### src/rtl/intSeqPkg.sv
package intSeqPkg;
  parameter int WORD_W = 16;
  parameter int TYPE_W = 8;
  parameter int ADDR_W = WORD_W + 4;
  parameter int IF_BIT = 9;
  parameter int TF_BIT = 8;
  parameter logic [TYPE_W-1:0] NMI_TYPE = 8'd2;
  parameter logic [WORD_W-1:0] BOOT_CS = 16'hFFFF;
  parameter logic [WORD_W-1:0] BOOT_IP = 16'h0000;

  typedef enum logic [3:0] {
    ST_IDLE, ST_PSH_F, ST_PSH_CS, ST_PSH_IP, ST_VEC_IP, ST_VEC_CS,
    ST_POP_IP, ST_POP_CS, ST_POP_F
  } seqState_t;

  typedef enum logic [1:0] {ADR_PUSH, ADR_POP, ADR_VLO, ADR_VHI} adrSel_t;
  typedef enum logic [1:0] {WD_FLAGS, WD_CS, WD_IP} wdSel_t;

  typedef struct packed {
    logic              snap;
    logic [TYPE_W-1:0] vecType;
    logic              goReset;
    logic              spDec;
    logic              spInc;
    adrSel_t           adrSel;
    wdSel_t            wdSel;
    logic              ldIp;
    logic              ldCs;
    logic              ldFlags;
    logic              maskFlags;
  } dpCtl_t;
endpackage

### src/rtl/intSeqCtrl.sv
module intSeqCtrl
  import intSeqPkg::*;
(
  input  logic              clk,
  input  logic              rstN,
  input  logic              resetReq,
  input  logic              excReq,
  input  logic [TYPE_W-1:0] excType,
  input  logic              swReq,
  input  logic [TYPE_W-1:0] swType,
  input  logic              nmiReq,
  input  logic              hwReq,
  input  logic [TYPE_W-1:0] hwType,
  input  logic              retReq,
  input  logic              intEnable,
  input  logic              memReady,
  output dpCtl_t            ctl,
  output logic              memValid,
  output logic              memWrite,
  output logic              busy,
  output logic              done
);
  seqState_t state, nxt;
  logic fire, finish;

  assign busy     = (state != ST_IDLE);
  assign memValid = busy && !resetReq;
  assign memWrite = (state == ST_PSH_F) || (state == ST_PSH_CS) || (state == ST_PSH_IP);
  assign fire     = memValid && memReady;

  always_comb begin
    ctl    = '0;
    nxt    = state;
    finish = 1'b0;
    unique case (state)
      ST_IDLE: begin
        if (excReq) begin
          ctl.snap = 1'b1; ctl.vecType = excType; nxt = ST_PSH_F;
        end else if (swReq) begin
          ctl.snap = 1'b1; ctl.vecType = swType; nxt = ST_PSH_F;
        end else if (nmiReq) begin
          ctl.snap = 1'b1; ctl.vecType = NMI_TYPE; nxt = ST_PSH_F;
        end else if (hwReq && intEnable) begin
          ctl.snap = 1'b1; ctl.vecType = hwType; nxt = ST_PSH_F;
        end else if (retReq) begin
          ctl.snap = 1'b1; nxt = ST_POP_IP;
        end
      end
      ST_PSH_F: begin
        ctl.adrSel = ADR_PUSH; ctl.wdSel = WD_FLAGS;
        if (fire) begin ctl.spDec = 1'b1; ctl.maskFlags = 1'b1; nxt = ST_PSH_CS; end
      end
      ST_PSH_CS: begin
        ctl.adrSel = ADR_PUSH; ctl.wdSel = WD_CS;
        if (fire) begin ctl.spDec = 1'b1; nxt = ST_PSH_IP; end
      end
      ST_PSH_IP: begin
        ctl.adrSel = ADR_PUSH; ctl.wdSel = WD_IP;
        if (fire) begin ctl.spDec = 1'b1; nxt = ST_VEC_IP; end
      end
      ST_VEC_IP: begin
        ctl.adrSel = ADR_VLO;
        if (fire) begin ctl.ldIp = 1'b1; nxt = ST_VEC_CS; end
      end
      ST_VEC_CS: begin
        ctl.adrSel = ADR_VHI;
        if (fire) begin ctl.ldCs = 1'b1; nxt = ST_IDLE; finish = 1'b1; end
      end
      ST_POP_IP: begin
        ctl.adrSel = ADR_POP;
        if (fire) begin ctl.ldIp = 1'b1; ctl.spInc = 1'b1; nxt = ST_POP_CS; end
      end
      ST_POP_CS: begin
        ctl.adrSel = ADR_POP;
        if (fire) begin ctl.ldCs = 1'b1; ctl.spInc = 1'b1; nxt = ST_POP_F; end
      end
      ST_POP_F: begin
        ctl.adrSel = ADR_POP;
        if (fire) begin ctl.ldFlags = 1'b1; ctl.spInc = 1'b1; nxt = ST_IDLE; finish = 1'b1; end
      end
      default: nxt = ST_IDLE;
    endcase
    if (resetReq) begin
      ctl         = '0;
      ctl.goReset = 1'b1;
      nxt         = ST_IDLE;
      finish      = 1'b1;
    end
  end

  always_ff @(posedge clk or negedge rstN) begin
    if (!rstN) begin
      state <= ST_IDLE;
      done  <= 1'b0;
    end else begin
      state <= nxt;
      done  <= finish;
    end
  end
endmodule

### src/rtl/intSeqDp.sv
module intSeqDp
  import intSeqPkg::*;
(
  input  logic              clk,
  input  logic              rstN,
  input  dpCtl_t            ctl,
  input  logic [WORD_W-1:0] curCs,
  input  logic [WORD_W-1:0] curIp,
  input  logic [WORD_W-1:0] curSs,
  input  logic [WORD_W-1:0] curSp,
  input  logic [WORD_W-1:0] curFlags,
  input  logic [WORD_W-1:0] memRdata,
  output logic [ADDR_W-1:0] memAddr,
  output logic [WORD_W-1:0] memWdata,
  output logic [WORD_W-1:0] cpuCs,
  output logic [WORD_W-1:0] cpuIp,
  output logic [WORD_W-1:0] cpuSp,
  output logic [WORD_W-1:0] cpuFlags
);
  localparam int SEG_SHIFT = ADDR_W - WORD_W;
  localparam int VEC_PAD   = ADDR_W - TYPE_W - 2;
  localparam logic [WORD_W-1:0] WORD_BYTES = 2;
  localparam logic [WORD_W-1:0] FLAG_MASK  = (WORD_W'(1) << IF_BIT) | (WORD_W'(1) << TF_BIT);

  logic [WORD_W-1:0] rCs, rIp, rSs, rSp, rFlags;
  logic [TYPE_W-1:0] rType;
  logic [WORD_W-1:0] spDown;
  logic [ADDR_W-1:0] stackBase, vecBase;

  assign spDown    = rSp - WORD_BYTES;
  assign stackBase = {rSs, {SEG_SHIFT{1'b0}}};
  assign vecBase   = {{VEC_PAD{1'b0}}, rType, 2'b00};

  always_comb begin
    unique case (ctl.adrSel)
      ADR_PUSH: memAddr = stackBase + {{SEG_SHIFT{1'b0}}, spDown};
      ADR_POP:  memAddr = stackBase + {{SEG_SHIFT{1'b0}}, rSp};
      ADR_VLO:  memAddr = vecBase;
      default:  memAddr = vecBase + ADDR_W'(2);
    endcase
    unique case (ctl.wdSel)
      WD_FLAGS: memWdata = rFlags;
      WD_CS:    memWdata = rCs;
      default:  memWdata = rIp;
    endcase
  end

  always_ff @(posedge clk or negedge rstN) begin
    if (!rstN) begin
      rCs    <= BOOT_CS;
      rIp    <= BOOT_IP;
      rSs    <= '0;
      rSp    <= '0;
      rFlags <= '0;
      rType  <= '0;
    end else if (ctl.goReset) begin
      rCs    <= BOOT_CS;
      rIp    <= BOOT_IP;
      rFlags <= '0;
    end else if (ctl.snap) begin
      rCs    <= curCs;
      rIp    <= curIp;
      rSs    <= curSs;
      rSp    <= curSp;
      rFlags <= curFlags;
      rType  <= ctl.vecType;
    end else begin
      if (ctl.spDec)     rSp    <= spDown;
      if (ctl.spInc)     rSp    <= rSp + WORD_BYTES;
      if (ctl.maskFlags) rFlags <= rFlags & ~FLAG_MASK;
      if (ctl.ldFlags)   rFlags <= memRdata;
      if (ctl.ldIp)      rIp    <= memRdata;
      if (ctl.ldCs)      rCs    <= memRdata;
    end
  end

  assign cpuCs    = rCs;
  assign cpuIp    = rIp;
  assign cpuSp    = rSp;
  assign cpuFlags = rFlags;
endmodule

### src/rtl/intSeq.sv
module intSeq
  import intSeqPkg::*;
(
  input  logic              clk,
  input  logic              rstN,
  input  logic              resetReq,
  input  logic              excReq,
  input  logic [TYPE_W-1:0] excType,
  input  logic              swReq,
  input  logic [TYPE_W-1:0] swType,
  input  logic              nmiReq,
  input  logic              hwReq,
  input  logic [TYPE_W-1:0] hwType,
  input  logic              retReq,
  input  logic [WORD_W-1:0] curCs,
  input  logic [WORD_W-1:0] curIp,
  input  logic [WORD_W-1:0] curSs,
  input  logic [WORD_W-1:0] curSp,
  input  logic [WORD_W-1:0] curFlags,
  output logic              memValid,
  output logic              memWrite,
  output logic [ADDR_W-1:0] memAddr,
  output logic [WORD_W-1:0] memWdata,
  input  logic              memReady,
  input  logic [WORD_W-1:0] memRdata,
  output logic [WORD_W-1:0] cpuCs,
  output logic [WORD_W-1:0] cpuIp,
  output logic [WORD_W-1:0] cpuSp,
  output logic [WORD_W-1:0] cpuFlags,
  output logic              busy,
  output logic              done
);
  dpCtl_t ctl;

  intSeqCtrl uCtrl (
    .clk(clk), .rstN(rstN), .resetReq(resetReq),
    .excReq(excReq), .excType(excType), .swReq(swReq), .swType(swType),
    .nmiReq(nmiReq), .hwReq(hwReq), .hwType(hwType), .retReq(retReq),
    .intEnable(curFlags[IF_BIT]), .memReady(memReady), .ctl(ctl),
    .memValid(memValid), .memWrite(memWrite), .busy(busy), .done(done)
  );

  intSeqDp uDp (
    .clk(clk), .rstN(rstN), .ctl(ctl),
    .curCs(curCs), .curIp(curIp), .curSs(curSs), .curSp(curSp), .curFlags(curFlags),
    .memRdata(memRdata), .memAddr(memAddr), .memWdata(memWdata),
    .cpuCs(cpuCs), .cpuIp(cpuIp), .cpuSp(cpuSp), .cpuFlags(cpuFlags)
  );
endmodule

### config.mk
export PLATFORM = sky130hd
export DESIGN_NAME = intSeq
export DESIGN_NICKNAME = d
export VERILOG_FILES = /design/src/rtl/intSeqPkg.sv /design/src/rtl/intSeqCtrl.sv /design/src/rtl/intSeqDp.sv /design/src/rtl/intSeq.sv
export SDC_FILE = /design/constraint.sdc
export NUM_CORES = 1
export LEC_CHECK = 0
export BUFFER_PORTS_ARGS = -buffer_cell sky130_fd_sc_hd__buf_2
export CAP_MARGIN = 40
export CORE_ASPECT_RATIO = 1.75
export CORE_MARGIN = 4
export CORE_UTILIZATION = 35
export CTS_CLUSTER_DIAMETER = 60
export DETAILED_ROUTE_END_ITERATION = 12
export HOLD_SLACK_MARGIN = 0.06
export PLACE_DENSITY_LB_ADDON = 0.05
export SKIP_LAST_GASP = 1
export SLEW_MARGIN = 20
export SYNTH_ARGS = -nofsm -noshare
export SYNTH_HDL_FRONTEND = slang
export SYNTH_HIERARCHICAL = 1
export SYNTH_SLANG_ARGS = --single-unit
### constraint.sdc
create_clock -name clk -period 6.45 [get_ports clk]
set_input_delay 0 -clock clk [delete_from_list [all_inputs] [get_ports clk]]
set_output_delay 0 -clock clk [all_outputs]
set_load 0.01 [all_outputs]
=== After elaboration in Yosys (flattened, before gate mapping) ===
Index checks and enable logic that the tools add are counted.

* Mux-type cells: 48
* Add/subtract/negate cells: 5
* Reductions and logical operators: 23
* Eq/ne operators: 19
* Bitwise gates (word level): 1

{| class="wikitable"
|+ Operator list
! kind !! count
|-
| $mux W16 || 12
|-
| $pmux W20 S3 || 1
|-
| $mux W4 || 13
|-
| $add A20 B16 Y20 || 2
|-
| $mux W9 || 4
|-
| $pmux W16 S2 || 1
|-
| $pmux W4 S8 || 1
|-
| $mux W20 || 1
|-
| $ne A3 B2 Y1 const B || 6
|-
| $add A16 B2 Y16 const B || 1
|-
| $eq A4 B3 Y1 const B || 4
|-
| $sub A16 B2 Y16 const B || 1
|-
| $reduce_bool A3 Y1 || 4
|-
| $add A10 B2 Y11 const B || 1
|-
| $mux W1 || 11
|-
| $mux W10 || 1
|-
| $eq A4 B2 Y1 const B || 2
|-
| $mux W8 || 1
|-
| $reduce_and A8 Y1 || 1
|-
| $reduce_bool A4 Y1 || 2
|-
| $ne A7 B6 Y1 const B || 1
|-
| $pmux W2 S3 || 1
|-
| $reduce_or A2 Y1 || 3
|-
| $reduce_or A3 Y1 || 2
|-
| other kinds (13) || 19
|}

* Logic and storage cells: 105
* Register bits: 93
* Output and inout port bits: 104
* Input bits: 129

=== Depth between registers and ports, before layout ===
* Word-level depth: 11
* Gate-level depth with buffers: 15
* Depth with buffers taken out: 14

=== Cells and area by module ===
Netlist, hierarchy kept.

{| class="wikitable"
|+ Modules (own cells, without submodules)
! module !! area each (sq um) !! times used !! seq. area each (sq um) !! cells each
|-
| intSeqDp || 5992.0 || 1 || 2222.1 || 689
|-
| intSeqCtrl || 689.4 || 1 || 125.1 || 91
|}

=== Worst setup path after synthesis ===
Ideal clock, no wire load.

* Path kind: register to output
* Start: reg uCtrl.state[2]
* End: out memAddr[19]
* Setup slack: 2.859 ns
* Data arrival time: 3.591 ns
* Data required time: 6.450 ns
* Stages on the path, launching flop included: 15
* Path buffers: 1
* Cells stage by stage: dfrtp_1 > buf_2 > nor2b_1 > nor3b_1 > nand2b_1 > nand2_1 > or2_2 > nor3_2 > xor2_1 > ha_1 > nand4_1 > nor4b_2 > nor4_1 > or4_1 > a21oi_1

{| class="wikitable"
|+ RTL lines
! element !! RTL line !! text
|-
| from (decl) || intSeqCtrl.sv:23 || <nowiki>seqState_t state, nxt;</nowiki>
|-
| from (signal assigned) || intSeqCtrl.sv:96 || <nowiki>state <= nxt;</nowiki>
|-
| to (decl) || intSeq.sv:22 || <nowiki>output logic [ADDR_W-1:0] memAddr,</nowiki>
|}

==> impl_metrics.toml <==
[layout]
final.fill_count = 1862
ant_diodes = 0
post_route_cells_drive_above_1_share = 0.296
layout.nets = 1249
most_common_cell_after_layout_fill_and_taps_aside = "buf_2"
areaGrowthSynthToFinish_pct = 43.7
post_layout_instance_area_sq_um = 9600
final_cells = 1346
layout.core_utilization = 0.514
final_cell_mix = "buf_2 (231), dlygate4sd3_1 (127), nor2_1 (89)"

[placed_design]
dp.final_hpwl_mm = 17.3
place_congestion = 0.839
dp.cells = 1203
dpl-instance-area_sq_um = 8030
port_buffers = 232

[floorplan]
io_pins = 233
starting_density = 0.358
die_area_sq_um = 21500
fp.dieH_um = 191
placement_rows = 66
coreArea_sq_um = 18700
die_width_um = 112

[min_path]
timing.hold.worst.class = "primary input to flip-flop"

[global_routing]
grt_overflow = 0
wire_length_of_the_first_global_routing_pass_mm = 38.4
grt_antenna_before_repair = 0
groute.usage.overall = 0.224
via_count_of_the_first_global_routing_pass = 7417
grt_max_degree = 63

[synth]
post_synth_simple_gate_area = 0.229
async_sr_flop_fraction = 1.00
synth_enable_flop_cells = 0
synth_top_area_cell = "dfrtp_1"
syn_avg_cell_area_sq_um = 8.57
synth.top_cell.area_share = 0.288
synth_flop_cell = "dfrtp_1"
syn_nets = 925
synthesis.area_sq_um = 6680
synth.yosys.seq_area_share = 0.351
dominant_combinational_cell_family_by_area_after_synthesis = "simple AND/OR/NAND/NOR gates"
ys_seq_elements = 93
synth_compound_gate_area_share = 0.160
yosys_warnings = 6
muxShareOfSynthArea = 0.150
post_synth_xor_area_fraction = 0.0315
yosys.area_share.adder = 0.0311
synth.lib_cells_used.distinct = 64
ys_top_cells_by_area = "dfrtp_1 (29%), mux2i_1 (9.7%), dfstp_2 (6.3%)"
synthesis.instances = 780

[cts]
deepest_level_of_the_cts_h_tree = 3
cts.clk_slew.worst_paths_ps = 70
cts-resized-gates = 0
clk-insertion-delay-late_ps = 350
cts.sinks = 93
cts_max_path_buffers = 2
cts.repair_timing.setup_buffer_count = 0
numCtsBuffers = 9
tritoncts = "built"
clk_root_buffer_cell = "clkbuf_16"

[sta]
timing_hold_violations_final = 0
finalMaxSlewViolations = 0
maxClockFrequency_ghz = 0.213
min_period_ps = 4700
clock_skew_ps = 7.90
timing.final.crit_share = 0.729
setup_tns_ps = 0
report.final.setup_viol = 0
slew_headroom = 0.494
tightestPinTransition_ps = 753
grt_setup_unrepaired = "no"

[power]
worst_ir_drop_vdd_uv = 250
sequentialPowerShare = 0.281
power.share.switching = 0.440
report.power.total_w = 0.00334
total_leakage_power_nw = 4.17
power_report.internal_total_w = 0.00187
power_switching_w = 0.00147
share_clk_of_total_power = 0.160
power.density_cell_area_nw_per_um2 = 348
power_frac_comb = 0.558

[worst_setup_path]
setup.worst_path.class = "flip-flop to output port"
startpoint_type = "flip-flop"
crit_required_ps = 6450
worstSetupEndpointType = "output port"
cp_max_fo = 31
critPathArrivalTime_ps = 4700

[run_status]
run_status = "complete, no violations"

[routing]
drtIter0Drc = 261
drt-pass1-iter-count = 5
drt_wl_total_mm = 24.0
avgRoutedWirePerCell_um = 17.8
final_antenna_net_count = 0
post-route-drc-count = 0
viasPerCell = 5.24
vias = 7052

[run]
cap_violations = 0
==> registers in the layout, summed over array words and instances, names as in the netlist <==
| register | count |
|---|---|
| uDp/cpuCs | 16 |
| uCtrl/state | 4 |
| uDp/cpuSp | 16 |
| uCtrl/done | 1 |
| uDp/rSs | 16 |
| uDp/rType | 8 |
| uDp/cpuFlags | 16 |
| uDp/cpuIp | 16 |
==> power by group through the flow <==
| stage | combinational (W) | sequential (W) | clock (W) |
|---|---|---|---|
| 5_1_grt | 0.00207 | 0.000969 | 0.000578 |
| 3_3_place_gp | 0.00174 | 0.000954 | 0 |
| 4_1_cts | 0.00187 | 0.000946 | 0.000557 |
| 6_report | 0.00187 | 0.000941 | 0.000536 |
| 3_5_place_dp | 0.00175 | 0.000957 | 0 |
| 2_1_floorplan | 0.00119 | 0.000867 | 0 |
==> layer usage <==
metal | GRT usage | wire, um | up-vias
li1 | - | - | 3435
met1 | 0.242 | 8730 | 3356
met2 | 0.426 | 13400 | 224
met3 | 0.0391 | 1210 | 37
met4 | 0.0870 | 649 | 0
met5 | 0 | 0 | -
==> cells by family (layout without fill, tap and decap cells) <==
kind of cell    Yosys count  in the layout
simple gates            304            304
xor+xnor                 24             24
flops                    93             93
mux                      96             96
buf+inv                  74            402
compound gates          173            173
fa+ha+maj                16             16
==> worst paths after layout <==
kind / from / depth (start not counted) / slack, ps / endpoint
max in group asynchronous: rstN / 4 / 5320 / uDp/cpuCs[12]$_DFFE_PN1P_
setup / recovery: uCtrl/state[2]$_DFFE_PN0P_ / 15 / 1750 / memAddr[18]
hold / removal: memRdata[9] / 5 / 80 / uDp/cpuCs[9]$_DFFE_PN1P_
setup reg to reg: uCtrl/state[3]$_DFFE_PN0P_ / 9 / 3130 / uDp/cpuFlags[10]$_DFFE_PN0P_
hold reg to reg: uDp/rType[4]$_DFFE_PN0P_ / 1 / 510 / uDp/rType[4]$_DFFE_PN0P_
min in group asynchronous: rstN / 2 / 90 / uDp/rSs[13]$_DFFE_PN0P_
==> timing repair <==
| action | CTS | global route |
|---|---|---|
| setup endpoints to repair | 0 | 0 |
| endpoints found under the hold margin | 123 | 0 |
| hold buffers | 127 | 0 |
==> stage by stage <==
| step | hold slack [ps] | setup WS, ps |
|---|---|---|
| after floorplan | -296 | 2860 |
| final | 75.8 | 1750 |
| after global placement | -71.0 | 2290 |
| after detailed placement | -66.3 | 2220 |
| after CTS | 62.3 | 1800 |
| after global routing | 105 | 1410 |
==> synth_stat cells, types with 4 or more instances <==
master and instances:
a211oi_1 6, a21oi_1 50, a221oi_1 8, a22oi_1 7, and3_1 6, buf_1 6, buf_2 12, clkbuf_1 39
dfrtp_1 77, dfstp_2 16, ha_1 15, inv_1 13, mux2_2 31, mux2i_1 65, nand2_1 74, nand2b_1 23
nand3_1 17, nand4_1 6, nor2_1 92, nor2b_1 13, nor3_1 26, nor3_2 5, nor3b_1 4, nor4_1 9
nor4_2 4, o211ai_1 4, o21ai_0 63, o31ai_1 6, or3_1 5, or4_1 7, xnor2_1 11, xor2_1 13
==> worst max-delay path, stage by stage, from the launching register on <==
cell and delay [ps]:
dfrtp_1 580, nor2b_1 310, nor3b_2 200, buf_4 320, nand2b_1 260, nand2_1 90
or3_4 350, nor2_1 120, xor2_1 160, ha_1 310, a2111oi_0 480, a211oi_1 140
a221oi_2 460, a21oi_1 140, mux2_2 290, buf_2 140
==> area by class of cell <==
| class | count | area (sq um) | share of cell area |
|---|---|---|---|
| flip-flops and latches | 93 | 2350 | 0.245 |
| clock inverters | 2 | 37.5 | 0.00391 |
| repair buffers | 374 | 2590 | 0.270 |
| well taps | 238 | 298 | 0.0310 |
| clock buffers | 13 | 240 | 0.0250 |
| inverters | 13 | 48.8 | 0.00508 |
| multi-input cells | 613 | 4040 | 0.421 |
Note: power is estimated with default switching activity, not from simulation.
